## config.mk

```make
export PLATFORM = sky130hd
export DESIGN_NAME = tbp_poll_ctrl
export DESIGN_NICKNAME = d
export VERILOG_FILES = /design/src/rtl/tbp_pkg.sv /design/src/rtl/tbp_sample_pair.sv /design/src/rtl/tbp_read_budget.sv /design/src/rtl/tbp_sequencer.sv /design/src/rtl/tbp_poll_ctrl.sv
export SDC_FILE = /design/constraint.sdc
export NUM_CORES = 1
export LEC_CHECK = 0
export BUFFER_PORTS_ARGS = -buffer_cell sky130_fd_sc_hd__buf_2
export CAP_MARGIN = 0
export CORE_MARGIN = 2
export CORE_UTILIZATION = 43
export CTS_CLUSTER_DIAMETER = 30
export DETAILED_ROUTE_END_ITERATION = 7
export PLACE_DENSITY = 0.76
export SYNTH_ARGS = -nofsm -noshare
export SYNTH_HDL_FRONTEND = slang
export SYNTH_SLANG_ARGS = --single-unit
```

## constraint.sdc

```tcl
create_clock -name clk -period 1.4 [get_ports clk]
set_input_delay 0.28 -clock clk [delete_from_list [all_inputs] [get_ports clk]]
set_output_delay 0.28 -clock clk [all_outputs]
set_load 0.05 [all_outputs]
```

## src/rtl/tbp_pkg.sv

```systemverilog
package tbp_pkg;

   typedef enum logic [2:0] {
      ST_IDLE,
      ST_RD1,
      ST_RD2,
      ST_JUDGE,
      ST_CHK1,
      ST_CHK2,
      ST_CJUDGE,
      ST_RSTW
   } tbp_state_e;

   function automatic logic is_read_state(tbp_state_e s);
      return (s == ST_RD1) || (s == ST_RD2) || (s == ST_CHK1) || (s == ST_CHK2);
   endfunction

endpackage

```

## src/rtl/tbp_sample_pair.sv

```systemverilog
module tbp_sample_pair (
   input  logic clk,
   input  logic rst_n,
   input  logic cap_i,
   input  logic tog_bit_i,
   input  logic err_bit_i,
   output logic toggled_o,
   output logic err_o
);
   logic older_q;
   logic newer_q;
   logic err_q;

   always_ff @(posedge clk or negedge rst_n) begin
      if (!rst_n) begin
         older_q <= 1'b0;
         newer_q <= 1'b0;
         err_q   <= 1'b0;
      end else if (cap_i) begin
         older_q <= newer_q;
         newer_q <= tog_bit_i;
         err_q   <= err_bit_i;
      end
   end

   assign toggled_o = older_q ^ newer_q;
   assign err_o     = err_q;
endmodule

```

## src/rtl/tbp_read_budget.sv

```systemverilog
module tbp_read_budget #(
   parameter int MAX_READS = 64
) (
   input  logic clk,
   input  logic rst_n,
   input  logic clr_i,
   input  logic inc_i,
   output logic room_o
);
   generate
      if (MAX_READS == 0) begin : g_unbounded
         logic unused_in;
         assign unused_in = clk ^ rst_n ^ clr_i ^ inc_i;
         assign room_o    = 1'b1;
      end else begin : g_bounded
         localparam int CW = $clog2(MAX_READS + 1);
         localparam logic [CW-1:0] LAST_PAIR = CW'(MAX_READS - 2);
         logic [CW-1:0] cnt_q;

         always_ff @(posedge clk or negedge rst_n) begin
            if (!rst_n)      cnt_q <= '0;
            else if (clr_i)  cnt_q <= '0;
            else if (inc_i)  cnt_q <= cnt_q + CW'(1);
         end

         assign room_o = (cnt_q <= LAST_PAIR);
      end
   endgenerate
endmodule

```

## src/rtl/tbp_sequencer.sv

```systemverilog
module tbp_sequencer
   import tbp_pkg::*;
(
   input  logic clk,
   input  logic rst_n,
   input  logic start_i,
   input  logic ack_i,
   input  logic toggled_i,
   input  logic err_i,
   input  logic room_i,
   output logic accept_o,
   output logic cap_o,
   output logic rd_req_o,
   output logic wr_req_o,
   output logic busy_o,
   output logic done_o,
   output logic fail_o
);
   tbp_state_e st_q, st_d;
   logic done_q, fail_q;
   logic finish_ok;

   always_comb begin
      st_d      = st_q;
      finish_ok = 1'b0;
      unique case (st_q)
         ST_IDLE:   if (start_i) st_d = ST_RD1;
         ST_RD1:    if (ack_i)   st_d = ST_RD2;
         ST_RD2:    if (ack_i)   st_d = ST_JUDGE;
         ST_JUDGE: begin
            if (!toggled_i) begin
               st_d      = ST_IDLE;
               finish_ok = 1'b1;
            end else if (!room_i) st_d = ST_RSTW;
            else if (err_i)       st_d = ST_CHK1;
            else                  st_d = ST_RD1;
         end
         ST_CHK1:   if (ack_i)   st_d = ST_CHK2;
         ST_CHK2:   if (ack_i)   st_d = ST_CJUDGE;
         ST_CJUDGE: begin
            if (!toggled_i) begin
               st_d      = ST_IDLE;
               finish_ok = 1'b1;
            end else st_d = ST_RSTW;
         end
         ST_RSTW:   if (ack_i)   st_d = ST_IDLE;
         default:   st_d = ST_IDLE;
      endcase
   end

   always_ff @(posedge clk or negedge rst_n) begin
      if (!rst_n) begin
         st_q   <= ST_IDLE;
         done_q <= 1'b0;
         fail_q <= 1'b0;
      end else begin
         st_q   <= st_d;
         done_q <= finish_ok;
         fail_q <= (st_q == ST_RSTW) && ack_i;
      end
   end

   assign rd_req_o = is_read_state(st_q);
   assign wr_req_o = (st_q == ST_RSTW);
   assign busy_o   = (st_q != ST_IDLE);
   assign accept_o = (st_q == ST_IDLE) && start_i;
   assign cap_o    = rd_req_o && ack_i;
   assign done_o   = done_q;
   assign fail_o   = fail_q;
endmodule

```

## src/rtl/tbp_poll_ctrl.sv

```systemverilog
module tbp_poll_ctrl #(
   parameter int          AW         = 24,
   parameter int          DW         = 8,
   parameter int          TOGGLE_BIT = 6,
   parameter int          ERR_BIT    = 5,
   parameter int          MAX_READS  = 64,
   parameter logic [7:0]  RESET_CMD  = 8'hF0
) (
   input  logic          clk,
   input  logic          rst_n,
   input  logic          start_i,
   input  logic [AW-1:0] addr_i,
   input  logic          ack_i,
   input  logic [DW-1:0] rd_data_i,
   output logic          rd_req_o,
   output logic          wr_req_o,
   output logic [AW-1:0] addr_o,
   output logic [DW-1:0] wr_data_o,
   output logic          busy_o,
   output logic          done_o,
   output logic          fail_o
);
   generate
      if (TOGGLE_BIT >= DW || ERR_BIT >= DW) begin : g_bad_bit
         $error("status bit index outside data width");
      end
      if (TOGGLE_BIT == ERR_BIT) begin : g_same_bit
         $error("toggle and error bits must differ");
      end
      if (MAX_READS != 0 && MAX_READS < 4) begin : g_bad_budget
         $error("read budget must be 0 or at least 4");
      end
      if (DW < 8) begin : g_narrow
         $error("data width must hold the reset command");
      end
   endgenerate

   logic          accept, cap, toggled, err, room;
   logic [AW-1:0] addr_q;
   logic          unused_bits;

   assign unused_bits = ^rd_data_i;

   always_ff @(posedge clk or negedge rst_n) begin
      if (!rst_n)      addr_q <= '0;
      else if (accept) addr_q <= addr_i;
   end

   assign addr_o    = addr_q;
   assign wr_data_o = DW'(RESET_CMD);

   tbp_sample_pair u_pair (
      .clk       (clk),
      .rst_n     (rst_n),
      .cap_i     (cap),
      .tog_bit_i (rd_data_i[TOGGLE_BIT]),
      .err_bit_i (rd_data_i[ERR_BIT]),
      .toggled_o (toggled),
      .err_o     (err)
   );

   tbp_read_budget #(.MAX_READS(MAX_READS)) u_budget (
      .clk    (clk),
      .rst_n  (rst_n),
      .clr_i  (accept),
      .inc_i  (cap),
      .room_o (room)
   );

   tbp_sequencer u_seq (
      .clk       (clk),
      .rst_n     (rst_n),
      .start_i   (start_i),
      .ack_i     (ack_i),
      .toggled_i (toggled),
      .err_i     (err),
      .room_i    (room),
      .accept_o  (accept),
      .cap_o     (cap),
      .rd_req_o  (rd_req_o),
      .wr_req_o  (wr_req_o),
      .busy_o    (busy_o),
      .done_o    (done_o),
      .fail_o    (fail_o)
   );
endmodule

```

==> load_flow_metrics.sql <==
INSERT INTO impl_metrics (metric_group, metric, value, unit) VALUES
('outcome', 'run_status', 'finished, violations left', ''),
('outcome', 'violations', 'setup timing', ''),
('sta', 'setup_viol_count_final', '30', ''),
('sta', 'report.final.hold_viol_count', '0', ''),
('power_and_ir_drop', 'ir_worst_vdd', '1.57', 'mV'),
('critical_path', 'crit_fanout', '3', ''),
('clocking', 'cts.clk_slew.worst_paths', '70', 'ps'),
('clocking', 'cts_sinks', '39', ''),
('floorplanning', 'placeableCoreArea', '3970', 'um^2'),
('critical_path', 'required', '1120', 'ps'),
('global_routing', 'globalRouteOverflowTotal', '0', ''),
('critical_path', 'worst_r2r_src', 'u_seq.st_q[1]', ''),
('route', 'dr_vias', '1413', ''),
('clocking', 'htree_levels', '2', ''),
('place', 'dp_hpwl', '2.55', 'mm'),
('cells_and_area', 'fin_util', '0.655', ''),
('place', 'buffer_ports.inserted', '58', ''),
('worst_hold_path', 'min_path_type', 'primary input to register', ''),
('critical_path', 'crit_arrival', '1290', 'ps'),
('critical_path', 'setup.worst_path.start', 'u_seq.st_q[1]', ''),
('place', 'dpl-instance-area', '2180', 'um^2'),
('yosys', 'synthesis.instances', '145', ''),
('floorplanning', 'floorplan.initialDensity', '0.447', ''),
('cells_and_area', 'areaGrowthSynthToFinish', '46.5', '%'),
('route', 'avgRoutedWirePerCell', '15.0', 'um'),
('global_routing', 'wire_length_of_the_first_global_routing_pass', '6.07', 'mm'),
('critical_path', 'crit_path_end_kind', 'primary output', ''),
('route', 'total_detailed_routing_wirelength', '4.10', 'mm'),
('power_and_ir_drop', 'power_per_cell_area', '2800', 'nW/um^2'),
('global_routing', 'largest_net_degree_at_the_start_of_global_routing', '18', ''),
('sta', 'layout_worst_path_cycle_share', '1.12', ''),
('route', 'number_of_optimization_iterations_in_the_first_detailed_route_pass', '4', ''),
('sta', 'timing.fmax', '637', 'MHz'),
('sta', 'finalMaxSlewViolations', '0', ''),
('floorplanning', 'die_height', '68.2', 'um'),
('global_routing', 'first_global_vias', '1308', ''),
('cells_and_area', 'layout_commonest_cell', 'buf_2', ''),
('global_routing', 'track_usage', '0.178', ''),
('floorplanning', 'std_cell_rows', '23', ''),
('clocking', 'cts_tree', 'done', ''),
('clocking', 'cts_max_path_buffers', '2', ''),
('floorplanning', 'floorplan.die_area', '4660', 'um^2'),
('critical_path', 'crit_path_start_kind', 'register', ''),
('job', 'max_cap_violations', '0', ''),
('clocking', 'clk_latency', '290', 'ps'),
('yosys', 'ys_seq_area_frac', '0.550', ''),
('route', 'dr.first_iter.drc_count', '55', ''),
('cells_and_area', 'most-common-layout-cells', '55 x buf_2, 38 x dfrtp_1, 23 x mux2_4, 13 x buf_4, 8 x conb_1', ''),
('global_routing', 'antenna_violations_before_repair', '0', ''),
('yosys', 'synth.distinct_cells', '39', ''),
('sta', 'time_the_final_worst_path_needs_with_i_o_delays_and_setup', '1570', 'ps'),
('yosys', 'postSynthAreaPerCell', '12.2', 'um^2'),
('floorplanning', 'die_w', '68.2', 'um'),
('route', 'postRouteAntennaNets', '0', ''),
('cells_and_area', 'drive_above_1_share', '0.576', ''),
('sta', 'fin_ws', '-169', 'ps'),
('clocking', 'numCtsBuffers', '5', ''),
('sta', 'rsz0062_at_grt', 'true', ''),
('floorplanning', 'pin_count', '73', ''),
('cells_and_area', 'finalNetCount', '261', ''),
('yosys', 'yosysWarnings', '0', ''),
('place', 'gp_routability_congestion', '0.747', ''),
('yosys', 'synthesis.area', '1770', 'um^2'),
('cells_and_area', 'post-route-cell-area', '2600', 'um^2'),
('worst_hold_path', 'hold_path_startpoint', 'addr_i[17]', ''),
('sta', 'finalClockSkew', '6.20', 'ps'),
('power_and_ir_drop', 'power.static_leakage', '0.00131', 'uW'),
('cells_and_area', 'n_antenna_cell', '0', ''),
('critical_path', 'path_class', 'register to primary output', ''),
('yosys', 'postSynthRegisterBits', '39', ''),
('clocking', 'cts-root-buf', 'clkbuf_8', ''),
('route', 'post_drt_via_cell_ratio', '5.16', ''),
('route', 'final_routed_drc_violation_total', '0', '');
metal layers:
layer / wire length (um) / vias to the layer above / track usage
met2: 1970 / 70 / 0.297
met3: 386 / 5 / 0.0559
met5: 0 / - / 0
met1: 1690 / 673 / 0.225
li1: - / 665 / -
met4: 48 / 0 / 0.0450
timing repair:
| item | CTS | global route |
|---|---|---|
| buffers inserted | 2 | 1 |
| pin swaps | 2 | 5 |
| gates resized for setup | 39 | 14 |
| gates cloned | 2 | 2 |
| hold buffers | 1 | 0 |
| endpoints found under the setup margin | 30 | 39 |
| endpoints found under the hold margin | 15 | 0 |
final cells by class:
class,count,area (um^2)
Fill cell,315,1370
Sequential cell,39,977
Multi-Input combinational cell,93,862
Timing Repair Buffer,80,566
Clock buffer,6,82.6
Tap cell,50,62.6
Clock inverter,2,35.0
Inverter,4,15.0
registers in the layout (all words and copies together) (netlist names):
signal	flops
addr_o	24
u_budget.g_bounded.cnt_q	7
u_pair.err_o	1
u_pair.newer_q	1
u_pair.older_q	1
u_seq.done_o	1
u_seq.fail_o	1
u_seq.st_q	3
cells by family (layout without fill, tap and decap cells):
kind of cell             count (synthesis)  in the layout  synth area share
AO/OA/AOI/OAI                           27             27            0.0980
other                                    2              8           0.00423
buffers and inverters                   19             92            0.0606
flip-flops                              39             39             0.550
multiplexers                            27             27             0.171
AND/OR/NAND/NOR                         27             27            0.0917
adder cells (fa/ha/maj)                  2              2            0.0141
XOR/XNOR                                 2              2           0.00987
Yosys cell counts (all sizes together):
cell	count	area, um^2
or3	1	6.26
and2	2	12.5
nand3	8	45.0
a31oi	1	6.26
o311ai	1	8.76
nand2b	3	18.8
conb	2	7.51
o21bai	1	7.51
a211oi	1	7.51
o22ai	1	6.26
a21oi	3	15.0
ha	2	25.0
nor4b	1	8.76
nand4	3	25.0
o211ai	4	30.0
clkbuf	2	7.51
o21a	1	7.51
mux2	27	304
o41ai	1	8.76
buf	13	85.1
nor2	2	7.51
nor3	2	15.0
xnor2	1	8.76
o31ai	2	15.0
xor2	1	8.76
inv	4	15.0
o21ai	10	53.8
nand2	3	11.3
and3	2	12.5
a21boi	1	7.51
dfrtp	39	976
worst paths after layout:
path | depth (start not counted) | to | slack, ps
max in group asynchronous | 3 | addr_o[9] | 420
min reg2reg | 1 | addr_o[16] | 500
min | 2 | addr_o[17] | 220
max reg2reg | 6 | u_pair.err_o | -140
min in group asynchronous | 2 | addr_o[23] | 440
max | 4 | rd_req_o | -170
per-stage QoR:
stage          power [uW]  hold slack [ps]  setup TNS [ps]  cells  worst slack, ps
4_1_cts              7100              213           -3210    271             -195
3_3_place_gp         5320              216               0    258             2.84
5_1_grt              7680              212           -4770    274             -245
2_1_floorplan        4490            -15.6           -61.1    151            -59.8
6_report             7280              220           -2910    274             -169
3_5_place_dp         5420              222            -507    258            -60.2
where the power goes:
group | internal, uW | total, uW | switching [uW]
clock network | 576 | 953 | 377
logic | 1730 | 4380 | 2640
registers | 1630 | 1950 | 322
total | 3940 | 7280 | 3340
worst max-delay path, cell delays in order, from the launching register on:
cell     delay [ps]
dfrtp_1         410
nor3_2          240
inv_2            70
and2_4          150
buf_8           140
No activity file was read; power rests on OpenSTA's default activity.
